`config.mk`:
```
export PLATFORM = sky130hd
export DESIGN_NAME = chk_exec
export DESIGN_NICKNAME = d
export VERILOG_FILES = /design/src/rtl/chk_pkg.sv /design/src/rtl/chk_exec.sv
export SDC_FILE = /design/constraint.sdc
export NUM_CORES = 1
export LEC_CHECK = 0
export BUFFER_PORTS_ARGS = -buffer_cell sky130_fd_sc_hd__buf_2
export CAP_MARGIN = 40
export CELL_PAD_IN_SITES_DETAIL_PLACEMENT = 0
export CELL_PAD_IN_SITES_GLOBAL_PLACEMENT = 2
export CORE_ASPECT_RATIO = 0.6
export CORE_UTILIZATION = 36
export DETAILED_ROUTE_END_ITERATION = 10
export PLACE_DENSITY = 0.95
export SLEW_MARGIN = 20
export SYNTH_ARGS = -nofsm -noshare
export SYNTH_HDL_FRONTEND = slang
export SYNTH_SLANG_ARGS = --single-unit
```
`constraint.sdc`:
```
create_clock -name vclk -period 11.8
set_input_delay 1.18 -clock vclk [all_inputs]
set_output_delay 1.18 -clock vclk [all_outputs]
set_load 0.005 [all_outputs]
```
`src/rtl/chk_pkg.sv`:
```
package chk_pkg;
  localparam int unsigned XLEN    = 32;
  localparam int unsigned NREG    = 8;
  localparam int unsigned RIDX    = $clog2(NREG);
  localparam int unsigned IMM_W   = 19;
  localparam int unsigned NFLAG   = 5;

  // mismatch flag positions
  localparam int unsigned FL_PC   = 0;
  localparam int unsigned FL_INS  = 1;
  localparam int unsigned FL_OPR  = 2;
  localparam int unsigned FL_RES  = 3;
  localparam int unsigned FL_NPC  = 4;

  typedef enum logic [3:0] {
    OP_ADD  = 4'd0,
    OP_SUB  = 4'd1,
    OP_AND  = 4'd2,
    OP_OR   = 4'd3,
    OP_XOR  = 4'd4,
    OP_SLL  = 4'd5,
    OP_SRL  = 4'd6,
    OP_SLT  = 4'd7,
    OP_ADDI = 4'd8,
    OP_BEQ  = 4'd9,
    OP_BNE  = 4'd10
  } op_e;

  typedef enum logic {
    ST_CHECK = 1'b0,
    ST_RECOV = 1'b1
  } mode_e;
endpackage

```
`src/rtl/chk_exec.sv`:
```
module chk_exec
  import chk_pkg::*;
#(
  parameter int unsigned W = XLEN,
  localparam int unsigned SHW = $clog2(W)
) (
  input  logic [31:0]   instr,
  input  logic [W-1:0]  pc,
  input  logic [W-1:0]  va,
  input  logic [W-1:0]  vb,
  output logic [RIDX-1:0] rs1,
  output logic [RIDX-1:0] rs2,
  output logic [RIDX-1:0] rd,
  output logic [W-1:0]  result,
  output logic [W-1:0]  next_pc,
  output logic          wen
);
  logic [3:0]       op;
  logic [IMM_W-1:0] imm;
  logic [W-1:0]     simm;
  logic [W-1:0]     seq_pc;
  logic             writes;

  assign op     = instr[31:28];
  assign rd     = instr[27:25];
  assign rs1    = instr[24:22];
  assign rs2    = instr[21:19];
  assign imm    = instr[IMM_W-1:0];
  assign simm   = {{(W-IMM_W){imm[IMM_W-1]}}, imm};
  assign seq_pc = pc + W'(4);

  always_comb begin
    result  = '0;
    next_pc = seq_pc;
    writes  = 1'b0;
    case (op)
      OP_ADD:  begin result = va + vb;              writes = 1'b1; end
      OP_SUB:  begin result = va - vb;              writes = 1'b1; end
      OP_AND:  begin result = va & vb;              writes = 1'b1; end
      OP_OR:   begin result = va | vb;              writes = 1'b1; end
      OP_XOR:  begin result = va ^ vb;              writes = 1'b1; end
      OP_SLL:  begin result = va << vb[SHW-1:0];    writes = 1'b1; end
      OP_SRL:  begin result = va >> vb[SHW-1:0];    writes = 1'b1; end
      OP_SLT:  begin result = W'($signed(va) < $signed(vb)); writes = 1'b1; end
      OP_ADDI: begin result = va + simm;            writes = 1'b1; end
      OP_BEQ:  if (va == vb) next_pc = seq_pc + (simm << 2);
      OP_BNE:  if (va != vb) next_pc = seq_pc + (simm << 2);
      default: ;
    endcase
  end

  assign wen = writes && (rd != '0);
endmodule

```
### Word level (Yosys, flattened, before mapping)

Cells that the tools add are included.

* register bits after elaboration: 0
* word-level logic and storage cells: 32
* output and inout port bits: 74

* multiplexer cells: 5
* bitwise operators: 3
* magnitude comparators: 1
* shifts and indexed selects: 2
* reduce and logical (&&, ||, !) cells: 4
* add/subtract/negate cells: 5
* equal/unequal tests: 12

Operator list (number)
* $pmux W32 S9: 1
* $add A32 B32 Y32: 3
* $mux W32: 2
* $pmux W32 S2: 1
* $add A32 B3 Y32 const B: 1
* $and A32 B32 Y32: 1
* $eq A32 B32 Y1: 1
* $lt A32 B32 Y1: 1
* $ne A32 B32 Y1: 1
* $or A32 B32 Y32: 1
* $shl A32 B5 Y32: 1
* $shr A32 B5 Y32: 1
* $sub A32 B32 Y32: 1
* $xor A32 B32 Y32: 1
* $eq A4 B3 Y1 const B: 4
* $eq A4 B4 Y1 const B: 3
* $reduce_or A9 Y1: 1
* $eq A4 B2 Y1 const B: 2
* $eq A4 B1 Y1 const B: 1
* $logic_not A4 Y1: 1
* $reduce_bool A3 Y1: 1
* $logic_and A1 B1 Y1: 1
* $mux W1: 1

### Longest topological paths before layout

Gate-level depths: netlist of the first run.

* depth after elaboration: 4
* gate-level depth with buffers: 18

### Worst setup path before layout of the first run

OpenSTA, ideal clock, no wires.

* path type: input port to output port
* start point: input port instr[29]
* end point: output port result[28]
* setup slack: 5.557 ns
* path buffers: 3
* stages: 18
* arrival time: 5.063 ns
* data required time: 10.620 ns
* path through: clkbuf_1 nor3_1 nand2_1 clkbuf_1 mux2_2 ha_1 inv_1 fa_1 nor2b_1 o21a_1 o21ai_0 a2111oi_1 o21ai_0 and2_1 clkbuf_1 o41ai_1 nand4b_1 o211ai_1

* word-level cells in the longest chain between the ends: 2
* elaborated cells on any way between the ends: 10
* classes of those cells: eq/ne: 8; mux: 1; reduce/logical: 1

RTL lines
* start, declared: RTL line chk_exec.sv:7 `input logic [31:0] instr,`
* $eq A4 B4 Y1, or another cell as far along: RTL line chk_exec.sv:36 `case (op)`
* $pmux W32 S9 *: RTL line chk_exec.sv:36
* end, declared: RTL line chk_exec.sv:14 `output logic [W-1:0] result,`

Mark *: on every way between the ends. The rest lies on a longest branch, timed or not.

### Final worst setup path of the first run

* start point: input port instr[30]
* end point: output port result[27]

Same word-level chain as after synthesis.

==> reports/metrics.yaml, run 1 <==
outcome: "finished clean"
wl_per_cell_um: 25.3
finalMaxSlewViolations: 0
final_common_cell: "buf_2"
required_ps: 10620
grt_usage_pct: 32.4
cts_resized: 0
crit_chain: "buf_2 -> nor3_2 -> nand2_1 -> buf_4 -> mux2_2 -> ha_1 -> a2111oi_0 -> inv_1 -> o211ai_1 -> a21oi_1 -> a31oi_1 -> o31ai_1 -> a21oi_1 -> xor2_1 -> o221ai_1 -> buf_2"
synth_fa_ha_area_share_pct: 18.4
hold_viol: 0
port-buffer-count: 186
drt-pass1-iter-count: 5
setup_tns_ps: 0
grt_pass1_vias: 12100
setup_ws_ps: 4730
final_cell_area_sq_um: 12700
synth_area_per_cell_sq_um: 6.90
slew_headroom_pct: 24.7
fmax_mhz: 141
antenna_found_initial: 1
synth_top_family_by_area: "compound AO/OA/AOI/OAI gates"
cpPeakStageDelay_ps: 620
seq_cells: 0
ys.warnings.count: 0
regArea_sq_um: 0
hpwl_um: 45400
final_cell_mix: "buf_2, nor2_1, ha_1"
synth_mux_area_share_pct: 15.8
drv_cap: 0
routed.top_layer: "met5"
route.detailed.drc: 0
wirelength_um: 55100
cts_hold_repair.buffers: 0
gp_congestion: 1.06
fin_crit_ps: 7070
seq_area_frac_synth_pct: 0
areaGrowthSynthToFinish_pct: 10.6
cp_max_fo: 29
syn_area_sq_um: 11500
die_h_um: 140
dieArea_sq_um: 32600
post-route-period-util_pct: 59.9
worstMarginPinSlew_ps: 1130
vias: 13800
initial_core_util_pct: 36.7
crit_path_start_kind: "primary input"
drt_iter0_markers: 1760
io_pins: 202
criticalPathCategory: "in -> out"
post_dp_cell_area_sq_um: 12600
pre_cts_ws_ps: 4890
rows: 50
drive_above_1_share_pct: 17.3
wl_met1_um: 26700
yosys.area_share.simple_pct: 22.2
final_cells: 2182
place_inst: 2174
n_clock_buffer: 0
synth-xor-area-share_pct: 7.41
grt_max_degree: 68
rsz0062_at_grt: "no"
endpoint_kind: "output pin"
via_per_inst: 6.34
synth_compound_area_share_pct: 28.2
crit_arrival_ps: 5890
fillCellCount: 3385
hold_path_class: "in -> out"
met2_length_um: 19800
synthesis.nets: 1956
wl_met3_um: 8200
overflow: 0
cts_setup_buffers: 0
synth_cells: 1661
slowest_stage: "a21oi_1"
nNetsFinal: 2061
fp.coreArea_sq_um: 31200
synth_cell_types: 71
final-setup-viol-count: 0
die_w_um: 232
grt_pass1_wl_um: 79700
ant_nets: 0
worst paths after layout:
| check | to | depth (start not counted) | start |
|---|---|---|---|
| hold / removal | next_pc[0] | 0 | pc[0] |
| setup / recovery | result[27] | 16 | instr[30] |
Yosys cell counts, types with 4 or more instances:
cell type  number  area share (%)
or3_1          19             1.0
a221oi_1       24             1.8
nand3_1        35             1.5
and2_1          8            0.44
nand4_1        22             1.2
nor2b_1        12            0.66
a22oi_1         8            0.52
inv_1         108             3.5
o32ai_1         4            0.31
buf_1          10            0.33
o2111ai_1       4            0.31
o21ai_0       133             5.8
nor4_1         15            0.82
a21boi_0        4            0.26
a211o_1         7            0.54
a211oi_1       24             1.6
mux2i_1        54             4.7
o21ba_2         4            0.35
o221ai_1       11            0.84
o41ai_1         4            0.31
nand2b_1       14            0.76
ha_1          164              18
mux4_2         44             8.6
a21o_1         26             1.7
o21bai_1       17             1.1
and3_1         19             1.0
xnor2_1        55             4.2
nor3_1         36             1.6
or2_2           5            0.27
buf_4          11            0.72
nand2_1       157             5.1
o211ai_1       25             1.6
a21oi_1       137             6.0
a31oi_1        16            0.87
a221o_1        10            0.87
mux2_2         25             2.5
nor2_1        181             5.9
xor2_1         42             3.2
o21a_1          7            0.46
clkbuf_1       71             2.3
o22ai_1         9            0.49
buf_2          18            0.79
o31ai_1         9            0.59
nor3b_1         4            0.26
stage by stage:
stage               util [%]  hold slack (ps)
floorplan                  -             2410
global placement        40.3             2360
detailed placement      40.4             2360
CTS                     40.4             2360
global route            40.6             2360
finish                  40.6             2360
logic make-up (layout without fill, tap and decap cells):
kind of cell | after synthesis | in the layout
AOI/OAI and AO/OA | 506 | 506
xor gates and xnor gates | 97 | 97
adders and majority gates | 167 | 167
buffers and inverters | 223 | 326
muxes | 123 | 123
other | 0 | 2
and+or+nand+nor | 545 | 545
final cells by class:
cell class | count | area (sq um) | share of cell area (%)
Inverter | 111 | 417 | 3.29
Timing Repair Buffer | 215 | 1160 | 9.17
Antenna cell | 2 | 5.00 | 0.0395
Multi-Input combinational cell | 1438 | 10600 | 83.4
Tap cell | 416 | 520 | 4.11
worst max-delay path, delay by kind of cell:
kind | cells | cell delay, ps
XOR/XNOR | 1 | 130
AO/OA/AOI/OAI | 7 | 2500
adder cells (fa/ha/maj) | 1 | 340
buffers and inverters | 4 | 950
AND/OR/NAND/NOR | 2 | 370
multiplexers | 1 | 400
per-layer routing:
metal  vias to the layer above  GRT usage, %
li1                       6311             -
met1                      6666          52.3
met2                       829          39.8
met3                        30          12.2
met4                         2          1.80
met5                         -          2.98
==> run 2: changes to the inputs <==
--- a/config.mk
+++ b/config.mk
@@ -10,9 +10,9 @@
 export CELL_PAD_IN_SITES_DETAIL_PLACEMENT = 0
 export CELL_PAD_IN_SITES_GLOBAL_PLACEMENT = 2
 export CORE_ASPECT_RATIO = 0.6
-export CORE_UTILIZATION = 36
+export CORE_UTILIZATION = 33
 export DETAILED_ROUTE_END_ITERATION = 10
-export PLACE_DENSITY = 0.95
+export PLACE_DENSITY = 0.93
 export SLEW_MARGIN = 20
 export SYNTH_ARGS = -nofsm -noshare
 export SYNTH_HDL_FRONTEND = slang
==> constraint.sdc (replaced) <==
create_clock -name vclk -period 6.65
set_input_delay 0.665 -clock vclk [all_inputs]
set_output_delay 0.665 -clock vclk [all_outputs]
set_load 0.005 [all_outputs]
==> reports/metrics.yaml, run 2 (synthesized netlist as in run 1, its figures left out) <==
drive_above_1_share_pct: 17.5  # +0.19 points
hold_path_class: "in -> out"
antenna_found_initial: 3  # +2
final_cell_mix: "buf_2, nor2_1, ha_1"
drt-pass1-iter-count: 5  # unchanged
grt_pass1_wl_um: 83800  # +5.2%
hpwl_um: 48100  # +5.9%
required_ps: 5980  # -4640 ps
via_per_inst: 6.22  # -2.0%
drv_cap: 0  # unchanged
regArea_sq_um: 0  # unchanged
fillCellCount: 3740  # +10%
total_power_uw: 1180
dieArea_sq_um: 35500  # +9.0%
setup_tns_ps: 0  # unchanged
slew_headroom_pct: 26.4  # +1.7 points
worstHoldPathCells: 0  # unchanged
outcome: "finished clean"
crit_arrival_ps: 5260  # -630 ps
io_pins: 202  # unchanged
cts_resized: 0  # unchanged
fp.coreArea_sq_um: 34000  # +8.8%
post-route-period-util_pct: 89.1
wl_per_cell_um: 26.2  # +3.5%
final-setup-viol-count: 0  # unchanged
initial_core_util_pct: 33.7  # -3.0 points
nNetsFinal: 2065  # +0.19%
port-buffer-count: 186  # unchanged
final_common_cell: "buf_2"
p_per_area_nw_per_um2: 92.8
grt_usage_pct: 31.3  # -1.2 points
die_w_um: 243  # +4.4%
grt_pass1_vias: 12600  # +3.5%
finalMaxSlewViolations: 0  # unchanged
fin_crit_ps: 5930
min_to: "next_pc[0]"
seq_cells: 0  # unchanged
rsz0062_at_grt: "no"
wirelength_um: 58300  # +5.7%
ant_nets: 0  # unchanged
fmax_mhz: 169
route.detailed.drc: 0  # unchanged
hold_viol: 0  # unchanged
cts_hold_repair.buffers: 0  # unchanged
areaGrowthSynthToFinish_pct: 11.1
cp_max_fo: 9  # -69%
cts_setup_buffers: 0  # unchanged
p_leak_uw: 0.00589
rows: 52  # +4.0%
ir_drop_v: 0.0000534
die_h_um: 146  # +4.4%
worstMarginPinSlew_ps: 1100  # -26.2 ps
overflow: 0  # unchanged
hp-start: "pc[0]"
gp_congestion: 1.05  # -0.87%
vias: 13800  # +0.079%
pre_cts_ws_ps: 786  # -4100 ps
grt_max_degree: 66  # -2.9%
drt_iter0_markers: 2031  # +15%
n_clock_buffer: 0  # unchanged
setup_ws_ps: 725  # -4010 ps
crit_path_start_kind: "primary input"
multiInputGateArea_sq_um: 10600  # about the same
endpoint_kind: "output pin"
criticalPathCategory: "in -> out"
## run 2: power by group
| part | leakage (uW) | switching (uW) | total (uW) | internal, uW |
|---|---|---|---|---|
| sequential | 0 | 0 | 0 | 0 |
| clock | 0.00000000634 | 0 | 0.0000201 | 0.0000201 |
| combinational | 0.00589 | 754 | 1180 | 428 |
## run 2: how the worst max path moves through the flow
stage / from / endpoint / slack, ps / cells after the start
3_3_place_gp: instr[29] / result[28] / 940 / 17
6_report: instr[29] / result[28] / 720 / 17
5_1_grt: instr[29] / result[28] / 420 / 17
4_1_cts: instr[29] / result[28] / 770 / 17
2_1_floorplan: instr[29] / result[28] / 1440 / 18
3_5_place_dp: instr[29] / result[28] / 790 / 17
## run 2: through the flow
step | area (sq um) | hold slack, ps | util (%) | cells
3_3_place_gp | 12700 | 1330 | 37.4 | 2222
2_1_floorplan | 11500 | 1380 | - | 1661
4_1_cts | 12700 | 1330 | 37.4 | 2224
6_report | 12700 | 1330 | 37.5 | 2228
5_1_grt | 12700 | 1330 | 37.5 | 2228
3_5_place_dp | 12700 | 1330 | 37.4 | 2224
## run 2: routing by layer
metal	track usage (%)	up-vias	wire, um
li1	-	6299	-
met1	49.4	6728	28100
met2	38.6	791	20800
met3	13.2	29	8960
met4	1.96	2	412
met5	1.87	-	13
## run 2: layout make-up
type	count	share of cell area, %
well taps	459	4.51
diodes	1	0.0197
inverters	111	3.27
repair buffers	219	9.17
multi-input cells	1438	83.0
## run 2: critical path, cell delays in order
cell	delay, ps
buf_2	160
nor3_2	210
nand2_1	380
mux2_2	360
ha_1	190
inv_1	70
fa_1	430
nor2b_1	130
o21a_1	160
o21ai_0	210
a2111oi_1	660
o21ai_0	290
and2_1	300
o41ai_1	630
nand4b_1	170
o211ai_1	110
buf_2	140
Note: power is estimated with default switching activity, not from simulation.
